File: src/rtl/txdma_pkg.sv
package txdma_pkg;

   localparam int WORD_BYTES = 8;
   localparam int WORD_BITS  = 64;
   localparam int BCNT_W     = 4;

   typedef enum logic [1:0] {
      PS_IDLE   = 2'd0,
      PS_ACTIVE = 2'd1,
      PS_DRAIN  = 2'd2,
      PS_REL    = 2'd3
   } port_state_e;

endpackage

File: src/rtl/txdma_rr_pick.sv
module txdma_rr_pick #(
   parameter int N  = 4,
   parameter int IW = (N > 1) ? $clog2(N) : 1
) (
   input  logic          clk,
   input  logic          rst_n,
   input  logic [N-1:0]  req,
   input  logic          adv,
   output logic          any,
   output logic [IW-1:0] idx
);

   logic [IW-1:0] ptr;
   logic [IW-1:0] ptr_nxt;
   int            cand;

   always_comb begin
      any  = 1'b0;
      idx  = ptr;
      cand = 0;
      for (int k = 0; k < N; k++) begin
         cand = int'(ptr) + k;
         if (cand >= N) cand = cand - N;
         if (!any && req[cand]) begin
            any = 1'b1;
            idx = IW'(cand);
         end
      end
   end

   generate
      if ((N & (N - 1)) == 0) begin : g_pow2
         always_comb ptr_nxt = idx + IW'(1);
      end else begin : g_mod
         always_comb ptr_nxt = (int'(idx) == N - 1) ? '0 : idx + IW'(1);
      end
   endgenerate

   always_ff @(posedge clk) begin
      if (!rst_n)          ptr <= '0;
      else if (adv && any) ptr <= ptr_nxt;
   end

endmodule

File: src/rtl/txdma_port_ctx.sv
module txdma_port_ctx
   import txdma_pkg::*;
#(
   parameter int ADDR_W = 12,
   parameter int LEN_W  = 11,
   parameter int FCB_W  = 4
) (
   input  logic              clk,
   input  logic              rst_n,
   input  logic              ld,
   input  logic [ADDR_W-1:0] ld_addr,
   input  logic [LEN_W-1:0]  ld_len,
   input  logic [FCB_W-1:0]  ld_fcb,
   input  logic              issue,
   input  logic              wb_eof,
   input  logic              wb_rel,
   input  logic              grant,
   output port_state_e       state,
   output logic [ADDR_W-1:0] cur_addr,
   output logic [FCB_W-1:0]  cur_fcb,
   output logic [BCNT_W-1:0] iss_bytes,
   output logic              iss_last
);

   logic [LEN_W-1:0] remain;

   always_comb begin
      iss_last  = (remain <= LEN_W'(WORD_BYTES));
      iss_bytes = iss_last ? remain[BCNT_W-1:0] : BCNT_W'(WORD_BYTES);
   end

   always_ff @(posedge clk) begin
      if (!rst_n) begin
         state    <= PS_IDLE;
         cur_addr <= '0;
         cur_fcb  <= '0;
         remain   <= '0;
      end else begin
         case (state)
            PS_IDLE: begin
               if (ld) begin
                  state    <= PS_ACTIVE;
                  cur_addr <= ld_addr;
                  cur_fcb  <= ld_fcb;
                  remain   <= ld_len;
               end
            end
            PS_ACTIVE: begin
               if (issue) begin
                  cur_addr <= cur_addr + ADDR_W'(1);
                  remain   <= remain - LEN_W'(iss_bytes);
                  if (iss_last) state <= PS_DRAIN;
               end
            end
            PS_DRAIN: begin
               if (wb_eof) state <= wb_rel ? PS_REL : PS_IDLE;
            end
            PS_REL: begin
               if (grant) state <= PS_IDLE;
            end
            default: state <= PS_IDLE;
         endcase
      end
   end

endmodule

File: src/rtl/txdma_dest_cnt.sv
module txdma_dest_cnt #(
   parameter int FCB_W  = 4,
   parameter int DCNT_W = 3
) (
   input  logic              clk,
   input  logic              rst_n,
   input  logic              set_en,
   input  logic [FCB_W-1:0]  set_fcb,
   input  logic [DCNT_W-1:0] set_cnt,
   input  logic              dec_en,
   input  logic [FCB_W-1:0]  dec_fcb,
   output logic              dec_last
);

   localparam int DEPTH = 1 << FCB_W;

   logic [DCNT_W-1:0] cnt [DEPTH];

   assign dec_last = (cnt[dec_fcb] <= DCNT_W'(1));

   always_ff @(posedge clk) begin
      if (!rst_n) begin
         for (int i = 0; i < DEPTH; i++) cnt[i] <= '0;
      end else begin
         if (dec_en && cnt[dec_fcb] != '0) cnt[dec_fcb] <= cnt[dec_fcb] - DCNT_W'(1);
         if (set_en) cnt[set_fcb] <= set_cnt;
      end
   end

endmodule

File: src/rtl/txdma_engine.sv
module txdma_engine
   import txdma_pkg::*;
#(
   parameter int NUM_PORTS = 4,
   parameter int ADDR_W    = 12,
   parameter int LEN_W     = 11,
   parameter int FCB_W     = 4,
   parameter int DCNT_W    = 3,
   parameter int PORT_W    = (NUM_PORTS > 1) ? $clog2(NUM_PORTS) : 1
) (
   input  logic                  clk,
   input  logic                  rst_n,
   input  logic                  ld_valid,
   input  logic [PORT_W-1:0]     ld_port,
   input  logic [ADDR_W-1:0]     ld_addr,
   input  logic [LEN_W-1:0]      ld_len,
   input  logic [FCB_W-1:0]      ld_fcb,
   input  logic [DCNT_W-1:0]     ld_dests,
   output logic [NUM_PORTS-1:0]  port_busy,
   output logic                  mem_rd_en,
   output logic [ADDR_W-1:0]     mem_rd_addr,
   input  logic [WORD_BITS-1:0]  mem_rd_data,
   input  logic [NUM_PORTS-1:0]  fifo_space_ok,
   output logic [NUM_PORTS-1:0]  fifo_wr,
   output logic [WORD_BITS-1:0]  fifo_data,
   output logic [BCNT_W-1:0]     fifo_bytes,
   output logic                  fifo_eof,
   input  logic                  rel_ready,
   output logic                  rel_valid,
   output logic [FCB_W-1:0]      rel_fcb,
   output logic [PORT_W-1:0]     rel_port
);

   initial begin
      assert (NUM_PORTS >= 2) else $error("txdma_engine: NUM_PORTS must be at least 2");
      assert (LEN_W >= BCNT_W) else $error("txdma_engine: LEN_W too narrow");
      assert (DCNT_W >= 1)     else $error("txdma_engine: DCNT_W must be positive");
      assert ((1 << PORT_W) >= NUM_PORTS) else $error("txdma_engine: PORT_W too narrow");
   end

   port_state_e       st_a    [NUM_PORTS];
   logic [ADDR_W-1:0] addr_a  [NUM_PORTS];
   logic [FCB_W-1:0]  fcb_a   [NUM_PORTS];
   logic [BCNT_W-1:0] bytes_a [NUM_PORTS];
   logic [NUM_PORTS-1:0] last_a;

   logic [NUM_PORTS-1:0] elig, rel_req, ld_hit, iss_hit, eof_hit, gnt_hit;
   logic                 ld_ok;
   logic                 iss_any;
   logic [PORT_W-1:0]    iss_idx;
   logic                 rel_any;
   logic [PORT_W-1:0]    rel_idx;
   logic                 dec_last;

   // in-flight word: issued last cycle, written this cycle
   logic                 fl_v;
   logic [PORT_W-1:0]    fl_port;
   logic [BCNT_W-1:0]    fl_bytes;
   logic                 fl_last;
   logic [FCB_W-1:0]     fl_fcb;

   assign ld_ok = ld_valid && (ld_len != '0) && (int'(ld_port) < NUM_PORTS)
                  && !port_busy[ld_port];

   generate
      for (genvar p = 0; p < NUM_PORTS; p++) begin : g_port
         assign ld_hit[p]  = ld_ok && (ld_port == PORT_W'(p));
         assign iss_hit[p] = iss_any && (iss_idx == PORT_W'(p));
         assign eof_hit[p] = fl_v && fl_last && (fl_port == PORT_W'(p));
         assign gnt_hit[p] = rel_any && rel_ready && (rel_idx == PORT_W'(p));
         assign elig[p]    = (st_a[p] == PS_ACTIVE) && fifo_space_ok[p]
                             && !(fl_v && fl_port == PORT_W'(p));
         assign rel_req[p] = (st_a[p] == PS_REL);
         assign port_busy[p] = (st_a[p] != PS_IDLE);
         assign fifo_wr[p] = fl_v && (fl_port == PORT_W'(p));

         txdma_port_ctx #(
            .ADDR_W (ADDR_W),
            .LEN_W  (LEN_W),
            .FCB_W  (FCB_W)
         ) u_ctx (
            .clk       (clk),
            .rst_n     (rst_n),
            .ld        (ld_hit[p]),
            .ld_addr   (ld_addr),
            .ld_len    (ld_len),
            .ld_fcb    (ld_fcb),
            .issue     (iss_hit[p]),
            .wb_eof    (eof_hit[p]),
            .wb_rel    (dec_last),
            .grant     (gnt_hit[p]),
            .state     (st_a[p]),
            .cur_addr  (addr_a[p]),
            .cur_fcb   (fcb_a[p]),
            .iss_bytes (bytes_a[p]),
            .iss_last  (last_a[p])
         );
      end
   endgenerate

   txdma_rr_pick #(.N(NUM_PORTS), .IW(PORT_W)) u_iss_pick (
      .clk   (clk),
      .rst_n (rst_n),
      .req   (elig),
      .adv   (iss_any),
      .any   (iss_any),
      .idx   (iss_idx)
   );

   txdma_rr_pick #(.N(NUM_PORTS), .IW(PORT_W)) u_rel_pick (
      .clk   (clk),
      .rst_n (rst_n),
      .req   (rel_req),
      .adv   (rel_ready),
      .any   (rel_any),
      .idx   (rel_idx)
   );

   txdma_dest_cnt #(.FCB_W(FCB_W), .DCNT_W(DCNT_W)) u_dest (
      .clk      (clk),
      .rst_n    (rst_n),
      .set_en   (ld_ok && (ld_dests != '0)),
      .set_fcb  (ld_fcb),
      .set_cnt  (ld_dests),
      .dec_en   (fl_v && fl_last),
      .dec_fcb  (fl_fcb),
      .dec_last (dec_last)
   );

   always_ff @(posedge clk) begin
      if (!rst_n) begin
         fl_v     <= 1'b0;
         fl_port  <= '0;
         fl_bytes <= '0;
         fl_last  <= 1'b0;
         fl_fcb   <= '0;
      end else begin
         fl_v <= iss_any;
         if (iss_any) begin
            fl_port  <= iss_idx;
            fl_bytes <= bytes_a[iss_idx];
            fl_last  <= last_a[iss_idx];
            fl_fcb   <= fcb_a[iss_idx];
         end
      end
   end

   assign mem_rd_en   = iss_any;
   assign mem_rd_addr = addr_a[iss_idx];
   assign fifo_data   = mem_rd_data;
   assign fifo_bytes  = fl_v ? fl_bytes : '0;
   assign fifo_eof    = fl_v && fl_last;
   assign rel_valid   = rel_any;
   assign rel_fcb     = fcb_a[rel_idx];
   assign rel_port    = rel_idx;

endmodule

File: config.mk
export PLATFORM = sky130hd
export DESIGN_NAME = txdma_engine
export DESIGN_NICKNAME = d
export VERILOG_FILES = /design/src/rtl/txdma_pkg.sv /design/src/rtl/txdma_rr_pick.sv /design/src/rtl/txdma_port_ctx.sv /design/src/rtl/txdma_dest_cnt.sv /design/src/rtl/txdma_engine.sv
export SDC_FILE = /design/constraint.sdc
export NUM_CORES = 1
export LEC_CHECK = 0
export ABC_AREA = 0
export BUFFER_PORTS_ARGS = -buffer_cell sky130_fd_sc_hd__buf_4
export CORE_UTILIZATION = 50
export CTS_CLUSTER_DIAMETER = 200
export CTS_CLUSTER_SIZE = 40
export DETAILED_ROUTE_END_ITERATION = 12
export HOLD_SLACK_MARGIN = 0.05
export PLACE_DENSITY_LB_ADDON = 0.1
export REMOVE_ABC_BUFFERS = 1
export SLEW_MARGIN = 20
export SYNTH_ARGS = -nofsm -noshare
export SYNTH_HDL_FRONTEND = slang
export SYNTH_HIERARCHICAL = 1
export SYNTH_SLANG_ARGS = --single-unit
File: constraint.sdc
create_clock -name clk -period 8.6 [get_ports clk]
set_clock_uncertainty 0.2 [all_clocks]
set_input_delay 1.29 -clock clk [delete_from_list [all_inputs] [get_ports clk]]
set_output_delay 1.29 -clock clk [all_outputs]
set_load 0.01 [all_outputs]
==> impl_metrics.py <==
metrics = {
    "outcome": {
        "status": "finished clean",
    },
    "final_layout": {
        "nets": 1573,
        "finalNonFillerCells": 1791,
        "drive_gt1_frac": 0.1316,
        "fillerInstances": 2294,
        "antenna_cells": 0,
        "area_growth_pct": 5.521,
    },
    "synth": {
        "synth.area.top_cells": "dfxtp_1, edfxtp_1, nand2_1",
        "seq_area_frac_synth": 0.3253,
        "synthesis.area_sq_mm": 0.01256,
        "netlist_instances": 1517,
        "synth-edff-count": 48,
        "ys_top_cells_by_count": "nand2_1, dfxtp_1, nor2_1",
        "avgSynthCellArea_sq_um": 8.277,
        "synth_seq_cells": 180,
        "synth.top_cell.area_share": 0.2105,
        "synth_top_area_cell": "dfxtp_1",
        "synth_warnings": 6,
        "synth_most_common_cell": "nand2_1",
        "synth.distinct_cells": 69,
        "ys.flop_type": "dfxtp_1",
        "synthArstFlopShare": 0,
    },
    "sta": {
        "relSlewSlack": 0.1775,
        "report.final.slew_viol_count": 0,
        "worstMarginPinSlew_ns": 1.217,
        "final_hold_viol_count": 0,
        "setup_violations": 0,
        "hold_slack_ns": 0.2679,
        "rsz0062_at_grt": "false",
        "fin_tns_setup_ns": 0,
        "min_period_ns": 5.161,
        "post-route-period-util": 0.6001,
        "fmax_mhz": 193.8,
    },
    "place": {
        "hpwl_um": 29950,
        "dp_cells": 1759,
        "place.gp.congestion": 0.8556,
        "portBuffers": 72,
    },
    "power": {
        "p_leak_nw": 5.053,
        "p_per_area_mw_per_mm2": 160.3,
        "ir_drop_uv": 136.0,
        "power_mw": 2.123,
    },
    "worst_setup_path": {
        "startpoint_type": "input port",
        "worstPathMaxFanout": 28,
        "path_class": "input port to output port",
        "worstSetupEndpointType": "output port",
        "required_ns": 7.11,
        "arrival_ns": 3.67,
    },
    "die": {
        "ioPinCount": 201,
        "die_w_um": 160.5,
        "core_sq_mm": 0.02446,
        "die-area_sq_mm": 0.02575,
        "num_rows": 57,
        "start_util": 0.5133,
        "die_y_um": 160.5,
    },
    "cts": {
        "insertion_delay_ns": 0.45,
        "cts_setup_buffers": 0,
        "cts_resized": 0,
        "cts_tree": "done",
        "cts_max_level": 4,
        "numCtsBuffers": 17,
        "clock-sinks": 180,
        "cts_buffer_depth": 2,
        "cts.hold.buffers_added": 0,
        "cts_root_buf": "clkbuf_16",
        "cts.clk_slew.worst_paths_ns": 0.07,
    },
    "routing": {
        "postRouteAntennaNets": 0,
        "wl_per_cell_um": 23.84,
        "viasPerCell": 6.527,
        "vias": 11690,
        "drc": 0,
        "totalWireLength_um": 42690,
        "firstDrtPassIters": 5,
        "drt_iter0_drc": 1184,
    },
    "grt": {
        "grt_pass1_vias": 10580,
        "grt_pass1_wl_um": 65030,
        "track_usage": 0.3314,
        "gr-total-overflow": 0,
        "antenna_found_initial": 0,
        "grt_max_degree": 140,
    },
    "min_path": {
        "hp-class": "flop to flop",
    },
    "flow_run": {
        "max-cap-violations": 0,
    },
}
## cell usage in the layout (no fill, tap or decap), drive strengths merged, types with 8 or more instances in the layout
| cell type | instances |
|---|---|
| a22o | 13 |
| nand3b | 10 |
| or2 | 11 |
| o31ai | 37 |
| o211a | 10 |
| a32oi | 8 |
| and3 | 30 |
| a21boi | 25 |
| nand2 | 220 |
| a21oi | 81 |
| mux4 | 38 |
| nor2 | 118 |
| o2bb2ai | 12 |
| a22oi | 14 |
| conb | 8 |
| clkbuf | 20 |
| or3 | 18 |
| or4 | 12 |
| buf | 85 |
| o31a | 12 |
| and2 | 44 |
| nor3b | 10 |
| a31oi | 20 |
| ha | 15 |
| o21ai | 108 |
| dfxtp | 132 |
| nor4 | 14 |
| nand3 | 34 |
| inv | 41 |
| edfxtp | 48 |
| o221ai | 21 |
| nand4 | 13 |
| o211ai | 8 |
| nor3 | 42 |
| nor2b | 34 |
| o311a | 8 |
| nand2b | 35 |
## report_power, final
part | total [mW] | switching [mW] | internal (mW) | leakage (nW)
Clock | 0.826 | 0.379 | 0.447 | 0.300
Sequential | 0.945 | 0.0439 | 0.901 | 1.59
Combinational | 0.352 | 0.212 | 0.140 | 3.17
## metrics by stage
step                setup WS (ns)  utilization  cell area [sq um]
CTS                         3.444       0.5415              13250
finish                      3.439       0.5416              13250
global route                3.328       0.5416              13250
floorplan                   3.448            -              11580
detailed placement          3.449       0.5165              12640
global placement            3.486       0.5165              12640
## registers in the layout (all words and copies together) (netlist names)
signal,flops
g_port.u_ctx/state,8
u_dest/cnt,48
fl_bytes,4
fl_v,1
fl_last,1
u_iss_pick/ptr,2
u_rel_pick/ptr,2
fl_fcb,4
g_port.u_ctx/cur_addr,48
g_port.u_ctx/cur_fcb,16
fl_port,2
g_port.u_ctx/remain,44
## layer usage
metal	wire length, um	track usage	up-vias
li1	-	-	5363
met1	18060	0.4344	5657
met2	19060	0.5110	584
met3	4174	0.1087	79
met4	1227	0.1013	6
met5	176	0.05682	-
## worst max-delay path, cell delays in order
cell and delay [ns]:
buf_4 0.08, nand2_1 0.04, nor3_1 0.47, inv_2 0.08, a21o_1 0.22, a221oi_4 0.21, buf_4 0.45, mux4_1 0.64
buf_4 0.16
## kinds of logic after synthesis
logic type / synth area share
XOR/XNOR: 0.004185
buffers and inverters: 0.08729
AO/OA/AOI/OAI: 0.2203
multiplexers: 0.07723
other: 0.002392
flip-flops: 0.3253
AND/OR/NAND/NOR: 0.2684
adder cells (fa/ha/maj): 0.01495
## worst paths after layout
| path | end | depth (start not counted) | slack, ns | start |
|---|---|---|---|---|
| hold / removal | fl_bytes[0] | 2 | 0.27 | fl_bytes[0] |
| setup reg to reg | u_dest/cnt[0][2] | 9 | 4.24 | fl_fcb[0] |
| setup / recovery | mem_rd_addr[11] | 9 | 3.44 | fifo_space_ok[3] |
| hold reg to reg | fl_bytes[0] | 2 | 0.27 | fl_bytes[0] |
## area by class of cell
| class | instances | area, sq um | share of cell area |
|---|---|---|---|
| clock buffers | 20 | 479.2 | 0.03617 |
| well taps | 324 | 405.4 | 0.03060 |
| flip-flops and latches | 180 | 4084 | 0.3082 |
| inverters | 32 | 120.1 | 0.009066 |
| multi-input cells | 1138 | 7378 | 0.5569 |
| repair buffers | 85 | 650.6 | 0.04911 |
| clock inverters | 12 | 131.4 | 0.009916 |
Note: power is estimated with default switching activity, not from simulation.
